## config.mk

```make
export PLATFORM = sky130hd
export DESIGN_NAME = hs_out_ports
export DESIGN_NICKNAME = d
export VERILOG_FILES = /design/src/rtl/hs_pkg.sv /design/src/rtl/hs_sync2.sv /design/src/rtl/hs_edge.sv /design/src/rtl/hs_out_chan.sv /design/src/rtl/hs_out_ports.sv
export SDC_FILE = /design/constraint.sdc
export NUM_CORES = 1
export LEC_CHECK = 0
export ABC_AREA = 1
export BUFFER_PORTS_ARGS = -buffer_cell sky130_fd_sc_hd__buf_2
export CAP_MARGIN = 20
export CELL_PAD_IN_SITES_DETAIL_PLACEMENT = 2
export CELL_PAD_IN_SITES_GLOBAL_PLACEMENT = 2
export CORE_MARGIN = 5
export CORE_UTILIZATION = 37
export DETAILED_ROUTE_END_ITERATION = 6
export PLACE_DENSITY = 0.85
export SYNTH_ARGS = -nofsm -noshare
export SYNTH_HDL_FRONTEND = slang
export SYNTH_HIERARCHICAL = 1
export SYNTH_SLANG_ARGS = --single-unit
export TNS_END_PERCENT = 50
```

## constraint.sdc

```tcl
create_clock -name clk -period 1.28 [get_ports clk]
set_clock_uncertainty 0.1 [all_clocks]
set_input_delay 0.192 -clock clk [delete_from_list [all_inputs] [get_ports clk]]
set_output_delay 0.192 -clock clk [all_outputs]
set_load 0.05 [all_outputs]
```

## src/rtl/hs_pkg.sv

```systemverilog
package hs_pkg;
    localparam int CTL_W      = 8;
    localparam int POS_FULL_A = 7;
    localparam int POS_IRQ_A  = 3;
    localparam int POS_FULL_B = 1;
    localparam int POS_IRQ_B  = 0;
    localparam int SYNC_DEPTH = 2;
endpackage

```

## src/rtl/hs_sync2.sv

```systemverilog
module hs_sync2 #(
    parameter int           W       = 1,
    parameter int           STAGES  = 2,
    parameter logic [W-1:0] RST_VAL = '0
) (
    input  logic         clk,
    input  logic         rst_n,
    input  logic [W-1:0] din,
    output logic [W-1:0] dout
);
    logic [STAGES-1:0][W-1:0] chain_d, chain_q;

    always_comb begin
        chain_d[0] = din;
        for (int s = 1; s < STAGES; s++) begin
            chain_d[s] = chain_q[s-1];
        end
    end

    always_ff @(posedge clk or negedge rst_n) begin
        if (!rst_n) begin
            chain_q <= {STAGES{RST_VAL}};
        end else begin
            chain_q <= chain_d;
        end
    end

    assign dout = chain_q[STAGES-1];
endmodule

```

## src/rtl/hs_edge.sv

```systemverilog
module hs_edge
    import hs_pkg::*;
#(
    parameter int DW = 8
) (
    input  logic          clk,
    input  logic          rst_n,
    input  logic          wr_n,
    input  logic          sel,
    input  logic [DW-1:0] data,
    input  logic          ack_n,
    output logic          wr_lo,
    output logic          wr_rise,
    output logic          wr_fall,
    output logic          ack_fall,
    output logic [DW-1:0] data_s
);
    localparam int BW = DW + 2;
    localparam logic [BW-1:0] BUNDLE_RST = {1'b1, 1'b0, {DW{1'b0}}};

    typedef struct packed {
        logic wr_p;
        logic sel_p;
        logic ack_p;
    } prev_t;

    logic [BW-1:0] bundle_s;
    logic          ack_s;
    logic          wr_s, sel_s;
    prev_t         prev_d, prev_q;

    hs_sync2 #(.W(BW), .STAGES(SYNC_DEPTH), .RST_VAL(BUNDLE_RST)) u_wr_sync (
        .clk (clk),
        .rst_n (rst_n),
        .din ({wr_n, sel, data}),
        .dout (bundle_s)
    );

    hs_sync2 #(.W(1), .STAGES(SYNC_DEPTH), .RST_VAL(1'b1)) u_ack_sync (
        .clk (clk),
        .rst_n (rst_n),
        .din (ack_n),
        .dout (ack_s)
    );

    assign wr_s   = bundle_s[BW-1];
    assign sel_s  = bundle_s[BW-2];
    assign data_s = bundle_s[DW-1:0];

    always_comb begin
        prev_d.wr_p  = wr_s;
        prev_d.sel_p = sel_s;
        prev_d.ack_p = ack_s;
        wr_lo    = !wr_s && sel_s;
        wr_fall  = prev_q.wr_p && !wr_s && sel_s;
        wr_rise  = !prev_q.wr_p && wr_s && prev_q.sel_p;
        ack_fall = prev_q.ack_p && !ack_s;
    end

    always_ff @(posedge clk or negedge rst_n) begin
        if (!rst_n) begin
            prev_q <= '{wr_p: 1'b1, sel_p: 1'b0, ack_p: 1'b1};
        end else begin
            prev_q <= prev_d;
        end
    end
endmodule

```

## src/rtl/hs_out_chan.sv

```systemverilog
module hs_out_chan #(
    parameter int DW = 8
) (
    input  logic          clk,
    input  logic          rst_n,
    input  logic          wr_lo,
    input  logic          wr_rise,
    input  logic          wr_fall,
    input  logic          ack_fall,
    input  logic          ien,
    input  logic [DW-1:0] data_s,
    output logic [DW-1:0] dout,
    output logic          full_n,
    output logic          irq
);
    typedef struct packed {
        logic [DW-1:0] dout;
        logic          full_n;
        logic          irq;
    } chan_t;

    chan_t st_d, st_q;

    always_comb begin
        st_d = st_q;
        if (wr_fall) begin
            st_d.irq = 1'b0;
        end
        if (wr_lo) begin
            st_d.dout = data_s;
        end
        if (wr_rise) begin
            st_d.full_n = 1'b0;
        end else if (ack_fall && !st_q.full_n) begin
            st_d.full_n = 1'b1;
            st_d.irq    = ien;
        end
    end

    always_ff @(posedge clk or negedge rst_n) begin
        if (!rst_n) begin
            st_q <= '{dout: '0, full_n: 1'b1, irq: 1'b0};
        end else begin
            st_q <= st_d;
        end
    end

    assign dout   = st_q.dout;
    assign full_n = st_q.full_n;
    assign irq    = st_q.irq;
endmodule

```

## src/rtl/hs_out_ports.sv

```systemverilog
module hs_out_ports
    import hs_pkg::*;
#(
    parameter int DW = 8
) (
    input  logic             clk,
    input  logic             rst_n,
    input  logic [DW-1:0]    cpu_data,
    input  logic             wr_n,
    input  logic             sel_a,
    input  logic             sel_b,
    input  logic             ack_a_n,
    input  logic             ack_b_n,
    input  logic             ien_a,
    input  logic             ien_b,
    output logic [DW-1:0]    out_a,
    output logic [DW-1:0]    out_b,
    output logic [CTL_W-1:0] ctl_lane
);
    localparam int NPORT = 2;

    logic [NPORT-1:0]         sel_v, ack_v, ien_v;
    logic [NPORT-1:0]         wr_lo, wr_rise, wr_fall, ack_fall;
    logic [NPORT-1:0]         full_n, irq;
    logic [NPORT-1:0][DW-1:0] data_s, dout_v;

    assign sel_v = {sel_b, sel_a};
    assign ack_v = {ack_b_n, ack_a_n};
    assign ien_v = {ien_b, ien_a};

    for (genvar p = 0; p < NPORT; p++) begin : g_port
        hs_edge #(.DW(DW)) u_edge (
            .clk (clk),
            .rst_n (rst_n),
            .wr_n (wr_n),
            .sel (sel_v[p]),
            .data (cpu_data),
            .ack_n (ack_v[p]),
            .wr_lo (wr_lo[p]),
            .wr_rise (wr_rise[p]),
            .wr_fall (wr_fall[p]),
            .ack_fall (ack_fall[p]),
            .data_s (data_s[p])
        );

        hs_out_chan #(.DW(DW)) u_chan (
            .clk (clk),
            .rst_n (rst_n),
            .wr_lo (wr_lo[p]),
            .wr_rise (wr_rise[p]),
            .wr_fall (wr_fall[p]),
            .ack_fall (ack_fall[p]),
            .ien (ien_v[p]),
            .data_s (data_s[p]),
            .dout (dout_v[p]),
            .full_n (full_n[p]),
            .irq (irq[p])
        );
    end

    assign out_a = dout_v[0];
    assign out_b = dout_v[1];

    always_comb begin
        ctl_lane             = '0;
        ctl_lane[POS_FULL_A] = full_n[0];
        ctl_lane[POS_IRQ_A]  = irq[0];
        ctl_lane[POS_FULL_B] = full_n[1];
        ctl_lane[POS_IRQ_B]  = irq[1];
    end
endmodule

```

# Word level (Yosys, flattened, before mapping)
# Index checks and enable logic that the tools add are counted.
# word_totals
ff_bits,70
latch_bits,0
ramBits,0
romBits,0
input_bits,17
output_inout_bits,24
elab_cells,52
memories,0
# op_classes
n_addsub,0
n_mul,0
div,0
magnitude_cmp,0
n_eq_ne,0
shift,0
muxes,8
n_bitwise,0
n_reduce_logical,24
# ops
op,n
logical AND 1 bit,14
logical NOT 1 bit,8
two-way mux 1 bit,6
two-way mux 2 bit,2
nonzero test 2 bit,2

# Logic depth before layout (Yosys ltp)
# Gate-level depths: netlist of the first run.
# logic_depth
word_depth,6
ltp_mapped,8
mapped_depth_nobuf,8

# Cells and area by module
# The synthesis of the first run kept the hierarchy.
# by_module_without_submodules
module,instances,cells_per_inst,area_each_um2,seq_area_each_um2
hs_sync2 at g_port[0].u_edge.u_wr_sync ...,2,20,503.0,503.0
hs_out_chan,2,48,415.4,251.5
hs_edge,2,12,113.9,77.6
hs_sync2 at g_port[0].u_edge.u_ack_sync ...,2,2,52.6,52.6
hs_out_ports,1,5,33.8,0.0

# Worst setup path after synthesis of the first run
# Ideal clock, no wire load.
# synth_timing
path_type,register to register
startpoint,register g_port[0].u_chan.st_q (netlist bit g_port[0].u_chan/full_n)
endpoint,register g_port[0].u_chan.st_q (netlist bit g_port[0].u_chan/irq)
setup_time_ps,113
arrival_ps,954
required_time_ps,1067
slack_ps,114
stages_incl_launch_ff,6
path_buffers,0
synth_period_minus_slack_ps,1166
cell_sequence,dfstp_2 -> inv_1 -> nand3_1 -> nand2_1 -> nand2_1 -> inv_1
# synth_rtl
item,line_no,rtl
"start, declared",hs_out_chan.sv:22,"chan_t st_d, st_q;"
"start signal, assigned",hs_out_chan.sv:42,"st_q <= '{dout: '0, full_n: 1'b1, irq: 1'b0};"
"start signal, assigned",hs_out_chan.sv:44,st_q <= st_d;

==> flow_summary.ini, run 1 <==
[floorplanning]
core-area_sq_mm = 0.00585
die_height_um = 87.2
row_count = 28
die-area_sq_mm = 0.00760
initial_core_util_pct = 37.7
ioPinCount = 41
dieWidth_um = 87.2

[critical_path]
r2r-start = g_port[0].u_edge/u_wr_sync/dout[9]
path_max_fanout = 3
cp-start-kind = register
end_kind = register
timing.critical_path.buf_inv = 3
worstPathCellList = buf_6 -> nand2_4 -> nor2_4 -> inv_2 -> nand3_2 -> nand2_1 -> nand2_1 -> inv_1
cpPeakStageDelay_ns = 0.54
required_ns = 1.40
crit_path_start = g_port[0].u_edge/u_wr_sync/dout[9]
path_delay_family = flip-flops
cp_num_cells = 8
crit_top_cell = nand2_1
cp_slowest_cell = dfstp_2
critical_path_class = reg2reg
arrival_ns = 1.48
rr_worst_depth = 8

[timing]
hold_slack_ns = 0.0853
fin_crit_sh_pct = 106
period_minus_slack_ns = 1.35
hold_violations = 0
setup_violations = 6
fin_ws_ns = -0.0744
rsz0062_at_grt = true
slew_viol_final = 0
fmax_mhz = 738
tns_ns = -0.226

[hold_path]
min_from = ien_b
hold_depth = 5
hold_class = in2reg

[clock_network]
htreeDepth = 3
clockBufferDepth = 2
cts_tree = yes
clkSlewWorstSetupHoldPaths_ns = 0.08
cts_buffers = 9
insertion_delay_ns = 0.33
cts_root_buffer = clkbuf_8
cts.sinks = 70

[pwr]
vdd.ir_drop.worst_mv = 0.918
power.density_mw_per_mm2 = 1670
p_leak_nw = 1.45

[outcome]
violations = negative setup slack
outcome = finished with violations

[logic_synthesis]
synth-seq-area-share_pct = 80.3
yosys.cell_types.count = 12
synth-seq-cells = 70
netlist_area_sq_mm = 0.00220
synth_area_per_cell_sq_um = 13.0
syn_inst = 169
yosys_warnings = 6

[cells_and_area]
final_cells = 316
area_growth_pct = 35.2
final_nets = 253
antennaDiodeCount = 0
drive_above_1_share_pct = 36.5
final_area_sq_mm = 0.00298

[drt]
antenna_left = 0
wirelength_um = 5580
wl_per_cell_um = 17.7
drtIter0Drc = 59
drc = 0
via_per_inst = 4.37
dr.pass1.iters = 4
vias = 1382

[placed_design]
port_buffers = 36
post_dp_cell_area_sq_mm = 0.00249
gp_congestion = 0.699
dpl.hpwl_um = 3050
pre_cts_slack_ns = -0.470
dp_cells = 282

[global_route]
overflow = 0
track_usage_pct = 14.2
grt_pass1_wl_um = 7940
antenna_found_initial = 0
grt_pass1_vias = 1603
grt_start_max_net_pins = 71

[flow_run]
cap_violations = 0
-- flip-flops by register name, summed over array words and instances (netlist names) --
signal,flops
g_port.u_edge/u_wr_sync/chain_d,20
g_port.u_edge/u_ack_sync/dout,2
g_port.u_chan/irq,2
g_port.u_edge/u_ack_sync/chain_d,2
g_port.u_edge/u_wr_sync/dout,20
g_port.u_chan/full_n,2
g_port.u_edge/prev_q,6
g_port.u_chan/dout,16
-- kinds of logic after synthesis --
kind of cell	share of synthesized area [%]
and+or+nand+nor	7.27
other	0.170
AOI/OAI and AO/OA	4.09
buffers and inverters	8.18
DFF	80.3
-- final cells by class --
cell class / instances / area, sq um
multi-input combinational: 62 / 325
inverter: 34 / 128
fill: 560 / 2870
sequential: 70 / 1770
tap: 75 / 93.8
clock inverter: 3 / 17.5
timing repair buffer: 59 / 475
clock buffer: 13 / 169
-- routing by layer --
layer | wire length (um) | GRT usage, %
met5 | 0 | 0
met4 | 141 | 6.28
met3 | 170 | 3.31
met2 | 3200 | 27.7
met1 | 2070 | 14.1
-- cells in the final DEF (no fill, tap or decap) --
cell / count
buf_4: 8
nor2_2: 4
buf_8: 2
inv_1: 32
nand2_1: 24
clkinv_2: 2
nor2_1: 2
clkinvlp_4: 1
dfstp_2: 14
inv_2: 2
dfrtp_1: 56
nand3_2: 2
o21ai_1: 2
a21oi_1: 2
nand3_1: 2
clkbuf_8: 12
dlygate4sd3_1: 14
nor2_4: 4
buf_6: 2
clkbuf_4: 11
conb_1: 4
buf_2: 20
buf_12: 2
clkbuf_1: 1
o21ai_0: 14
nand2_4: 2
-- worst register-to-register path, stage by stage, from the launching register on --
cell,delay (ns)
dfstp_2,0.54
buf_6,0.12
nand2_4,0.06
nor2_4,0.13
inv_2,0.06
nand3_2,0.07
nand2_1,0.05
nand2_1,0.07
inv_1,0.05
-- synth_stat cells --
master,instances,area share (%)
dfrtp_1,56,64
inv_1,34,5.8
nand2_1,26,4.4
o21ai_0,16,3.6
dfstp_2,14,17
nor2_1,8,1.4
buf_4,4,1.4
nand3_1,4,0.91
a21oi_1,2,0.45
buf_6,2,1.0
nor2_2,2,0.57
conb_1,1,0.17
-- report_power, final --
group          switching, mW  internal [mW]
clock                  0.801          0.858
sequential            0.0976           2.40
combinational          0.570          0.235
total                   1.47           3.49
-- path summary, 6_finish.rpt --
kind,end,slack (ns)
max,g_port[0].u_chan/irq,-0.07
min,g_port[1].u_chan/irq,0.09
max reg2reg,g_port[0].u_chan/irq,-0.07
min reg2reg,g_port[0].u_edge/u_wr_sync/dout[8],0.25
max in group asynchronous,g_port[1].u_edge/prev_q[2],0.44
min in group asynchronous,g_port[0].u_edge/u_wr_sync/chain_d[15],0.32
-- repair_timing --
item	in CTS	in global routing
hold endpoints to repair	78	0
hold buffers	14	0
pin swaps	0	5
buffers inserted	0	4
endpoints found under the setup margin	21	18
resized for setup	13	31
-- stage by stage --
| step | power (mW) | util [%] |
|---|---|---|
| detailed placement | 3.19 | 42.5 |
| floorplan | 2.96 | - |
| finish | 4.96 | 50.9 |
| global placement | 3.15 | 42.5 |
| CTS | 4.89 | 48.8 |
| global route | 5.18 | 50.9 |
Power figures use the tool's default switching activity.
==> run 2, diff against run 1 <==
--- a/config.mk
+++ b/config.mk
@@ -10,7 +10,7 @@
 export CAP_MARGIN = 20
 export CELL_PAD_IN_SITES_DETAIL_PLACEMENT = 2
 export CELL_PAD_IN_SITES_GLOBAL_PLACEMENT = 2
-export CORE_MARGIN = 5
+export CORE_MARGIN = 4
 export CORE_UTILIZATION = 37
 export DETAILED_ROUTE_END_ITERATION = 6
 export PLACE_DENSITY = 0.85
==> flow_summary.ini, run 2 (synthesized netlist as in run 1, its figures left out) <==
[timing]
period_minus_slack_ns = 1.36
hold_slack_ns = 0.0908
fmax_mhz = 737
setup_violations = 4
rsz0062_at_grt = true
slew_viol_final = 0
tns_ns = -0.243
fin_crit_sh_pct = 106
fin_ws_ns = -0.0772
hold_violations = 0

[pwr]
clkPwrFrac_pct = 37.1
p_int_mw = 3.80
switching_share_pct = 27.8
p_leak_nw = 1.48
vdd.ir_drop.worst_mv = 0.998
comb_power_share_pct = 15.5
finalPower_mw = 5.26
power_frac_seq_pct = 47.3
p_sw_mw = 1.46
power.density_mw_per_mm2 = 1730

[clock_network]
cts.sinks = 70
cts_tree = yes
clkSlewWorstSetupHoldPaths_ns = 0.08
cts_buffers = 9
insertion_delay_ns = 0.33
clockBufferDepth = 2
cts_root_buffer = clkbuf_8
htreeDepth = 3

[critical_path]
critical_path_class = reg2reg
arrival_ns = 1.49
end_kind = register
required_ns = 1.41
cp-start-kind = register
path_max_fanout = 3

[drt]
vias = 1410
via_per_inst = 4.42
drc = 0
wl_per_cell_um = 17.3
drtIter0Drc = 47
wirelength_um = 5520
dr.pass1.iters = 4
antenna_left = 0

[cells_and_area]
drive_above_1_share_pct = 37.2
final_cells = 319
layout_common_cells = dfrtp_1 (56), inv_1 (31), nand2_1 (24)
final_common_cell = dfrtp_1
antennaDiodeCount = 0
area_growth_pct = 37.6
final_nets = 259

[global_route]
grt_pass1_wl_um = 7520
grt_start_max_net_pins = 71
antenna_found_initial = 0
overflow = 0
track_usage_pct = 13.7
grt_pass1_vias = 1538

[floorplanning]
row_count = 27
die_height_um = 85.2
ioPinCount = 41
die-area_sq_mm = 0.00725
initial_core_util_pct = 39.1
core-area_sq_mm = 0.00564
dieWidth_um = 85.2

[outcome]
violations = negative setup slack
outcome = finished with violations

[flow_run]
cap_violations = 0

[placed_design]
dp_cells = 279
gp_congestion = 0.707
pre_cts_slack_ns = -0.450
port_buffers = 36
dpl.hpwl_um = 2880

[hold_path]
hold_class = in2reg
-- run 2: cell count changes in the layout (fill, tap and decap cells not counted), moves of 2 or more --
cell and change:
bufinv_16 +2, clkinv_2 -2, buf_4 +6, clkbuf_8 -2, buf_2 +3, clkbuf_1 +2
clkbuf_4 -3
-- run 2: stage by stage --
stage	utilization [%]	area [sq um]
2_1_floorplan	-	2210
3_3_place_gp	44.0	2480
3_5_place_dp	44.0	2480
4_1_cts	51.1	2880
5_1_grt	53.7	3030
6_report	53.7	3030
-- run 2: metal layers --
metal | global-route usage [%] | up-vias | part of all wire [%]
met4 | 7.77 | 0 | 2.2
li1 | - | 635 | -
met1 | 16.9 | 733 | 40
met3 | 3.40 | 10 | 3.4
met2 | 21.8 | 32 | 55
met5 | 0 | - | 0
-- run 2: power groups by stage --
stage	Clock (mW)	Sequential (mW)	Combinational (mW)
floorplan	0	2.81	0.148
global placement	0	2.50	0.642
detailed placement	0	2.52	0.667
CTS	1.97	2.49	0.728
global route	2.13	2.51	0.874
finish	1.95	2.49	0.816
-- run 2: layout make-up --
type | instances | area, sq um
clock buffers | 13 | 149
clock inverters | 3 | 67.6
fillers | 558 | 2610
inverters | 34 | 128
multi-input cells | 62 | 315
flip-flops and latches | 70 | 1770
well taps | 72 | 90.1
repair buffers | 65 | 513
-- run 2: worst paths after layout --
check                           cells after the start                                      to                                    from  slack (ns)
worst min register to register                      0      g_port[1].u_edge/u_wr_sync/dout[7]  g_port[1].u_edge/u_wr_sync/chain_d[17]        0.25
min in group asynchronous                           3  g_port[0].u_edge/u_wr_sync/chain_d[15]                                   rst_n        0.34
max in group asynchronous                           3      g_port[1].u_edge/u_wr_sync/dout[9]                                   rst_n        0.42
worst min-delay path                                5                    g_port[1].u_chan/irq                                   ien_b        0.09
worst max-delay path                                8                    g_port[1].u_chan/irq      g_port[1].u_edge/u_wr_sync/dout[9]       -0.08
worst max register to register                      8                    g_port[1].u_chan/irq      g_port[1].u_edge/u_wr_sync/dout[9]       -0.08
-- run 2: worst max-delay path, stage by stage (launching register included) --
cell and delay [ns]:
dfstp_2 0.56, buf_6 0.11, nand2_2 0.04, nor2_2 0.14
inv_1 0.07, nand3_1 0.07, nand2_1 0.07, nand2_1 0.07
inv_1 0.04
-- run 2: timing repair --
action | CTS | global route
setup endpoints to repair | 23 | 20
pin swaps | 0 | 12
setup buffers | 0 | 10
hold buffers | 14 | 0
endpoints found under the hold margin | 78 | 0
resized for setup | 14 | 25
==> run 3, diff against run 2 <==
--- a/config.mk
+++ b/config.mk
@@ -13,7 +13,9 @@
 export CORE_MARGIN = 4
 export CORE_UTILIZATION = 37
 export DETAILED_ROUTE_END_ITERATION = 6
+export GPL_ROUTABILITY_DRIVEN = 0
 export PLACE_DENSITY = 0.85
+export SETUP_SLACK_MARGIN = 0.02
 export SYNTH_ARGS = -nofsm -noshare
 export SYNTH_HDL_FRONTEND = slang
 export SYNTH_HIERARCHICAL = 1
==> flow_summary.ini, run 3 (synthesized netlist as in run 1, its figures left out) <==
[critical_path]
required_ns = 0.99
cp-start-kind = register
worstPathCellList = buf_8
path_max_fanout = 2
ff2ff_setup_slack_ns = -0.04
r2r-start = g_port[1].u_edge/u_wr_sync/dout[9]
rr_worst_depth = 4
path_delay_family = flip-flops
arrival_ns = 1.03
cp_slowest_cell = dfstp_2
r2r-end = g_port[1].u_chan/dout[4]
critical_path_class = reg2out
timing.critical_path.buf_inv = 1
cpPeakStageDelay_ns = 0.55
end_kind = output port

[drt]
drtIter0Drc = 64
wl_per_cell_um = 16.5
via_per_inst = 4.36
dr.pass1.iters = 3
antenna_left = 0
drc = 0
vias = 1399
wirelength_um = 5290

[pwr]
finalPower_mw = 5.31
clkPwrFrac_pct = 36.6
power.density_mw_per_mm2 = 1700
switching_share_pct = 27.6
p_sw_mw = 1.47
comb_power_share_pct = 16.3
vdd.ir_drop.worst_mv = 0.874
power_frac_seq_pct = 47.1
p_leak_nw = 1.51
p_int_mw = 3.84

[global_route]
overflow = 0
grt_pass1_wl_um = 8030
grt_pass1_vias = 1596
antenna_found_initial = 0
track_usage_pct = 14.9
grt_start_max_net_pins = 71

[hold_path]
hold_depth = 5
min_from = ien_b
hold_class = in2reg
min_to = g_port[1].u_chan/irq

[timing]
fin_ws_ns = -0.0458
rsz0062_at_grt = true
slew_viol_final = 0
tns_ns = -0.179
fmax_mhz = 754
period_minus_slack_ns = 1.33
setup_violations = 5
fin_crit_sh_pct = 104
hold_violations = 0

[flow_run]
cap_violations = 0

[floorplanning]
initial_core_util_pct = 39.1
die-area_sq_mm = 0.00725
die_height_um = 85.2
dieWidth_um = 85.2
ioPinCount = 41
row_count = 27
core-area_sq_mm = 0.00564

[cells_and_area]
final_nets = 261
n_fill_cell = 524
regArea_sq_mm = 0.00177
final_common_cell = dfrtp_1
area_growth_pct = 41.4
antennaDiodeCount = 0
layout_common_cells = dfrtp_1 (56), inv_1 (29), buf_4 (23)
multiInputGateArea_sq_um = 348
drive_above_1_share_pct = 41.8

[clock_network]
cts_buffers = 9
clockBufferDepth = 2
cts_tree = yes
htreeDepth = 3
insertion_delay_ns = 0.33
cts_root_buffer = clkbuf_8
cts.sinks = 70
clkSlewWorstSetupHoldPaths_ns = 0.07

[placed_design]
dpl.hpwl_um = 2880
port_buffers = 36

[outcome]
violations = negative setup slack
outcome = finished with violations
## run 3: cell count changes in the layout (fill, tap and decap cells not counted), sizes merged
cell and delta:
buf +7, clkbuf -5
## run 3: timing repair
action,4_1_cts,5_1_grt
resized for setup,17,60
hold endpoints to repair,78,0
pin swaps,0,15
hold buffers,14,0
setup buffers,0,12
setup endpoints to repair,26,28
## run 3: worst max path at each step
stage	startpoint	endpoint	slack [ns]	depth (start not counted)
final	g_port[1].u_chan/full_n	ctl_lane[1]	-0.05	1
after global routing	g_port[0].u_edge/u_wr_sync/dout[9]	g_port[0].u_chan/irq	-0.11	8
after CTS	g_port[0].u_chan/full_n	ctl_lane[7]	-0.08	1
after detailed placement	g_port[0].u_edge/u_wr_sync/dout[8]	g_port[0].u_chan/dout[2]	-0.45	3
after global placement	g_port[0].u_edge/u_wr_sync/dout[8]	g_port[0].u_chan/dout[5]	-0.28	3
after floorplan	g_port[0].u_chan/full_n	g_port[0].u_chan/irq	0.11	5
## run 3: cell type report
| type | count | share of cell area [%] |
|---|---|---|
| Inverter | 34 | 4.10 |
| Tap cell | 72 | 2.89 |
| Clock buffer | 13 | 4.78 |
| Multi-Input combinational cell | 62 | 11.2 |
| Timing Repair Buffer | 67 | 18.1 |
| Clock inverter | 3 | 2.17 |
| Sequential cell | 70 | 56.8 |
## run 3: metrics by stage
step                setup slack [ns]  util, %  cells  instance area [sq um]  hold WS, ns
global placement              -0.277     44.0    279                   2480        0.138
global route                  -0.111     55.2    321                   3120        0.108
finish                       -0.0458     55.2    321                   3120       0.0933
floorplan                      0.114        -    172                   2210       -0.204
detailed placement            -0.450     44.0    279                   2480        0.153
CTS                          -0.0784     51.2    309                   2890       0.0515
## run 3: metal layers
| metal | vias up | global-route usage (%) | part of all wire, % |
|---|---|---|---|
| li1 | 645 | - | - |
| met1 | 714 | 17.0 | 38 |
| met2 | 30 | 25.8 | 56 |
| met3 | 10 | 4.08 | 3.6 |
| met4 | 0 | 6.91 | 1.9 |
| met5 | - | 0 | 0 |
## run 3: tightest hold or removal path: stages
cell	delay (ns)
buf_2	0.07
inv_1	0.03
nand3_1	0.08
nand2_1	0.06
inv_1	0.06
## run 3: power by group through the flow
stage	Sequential [mW]	Combinational (mW)	Clock, mW
2_1_floorplan	2.81	0.148	0
3_3_place_gp	2.50	0.642	0
3_5_place_dp	2.52	0.667	0
4_1_cts	2.49	0.735	1.97
5_1_grt	2.52	0.922	2.12
6_report	2.50	0.864	1.94
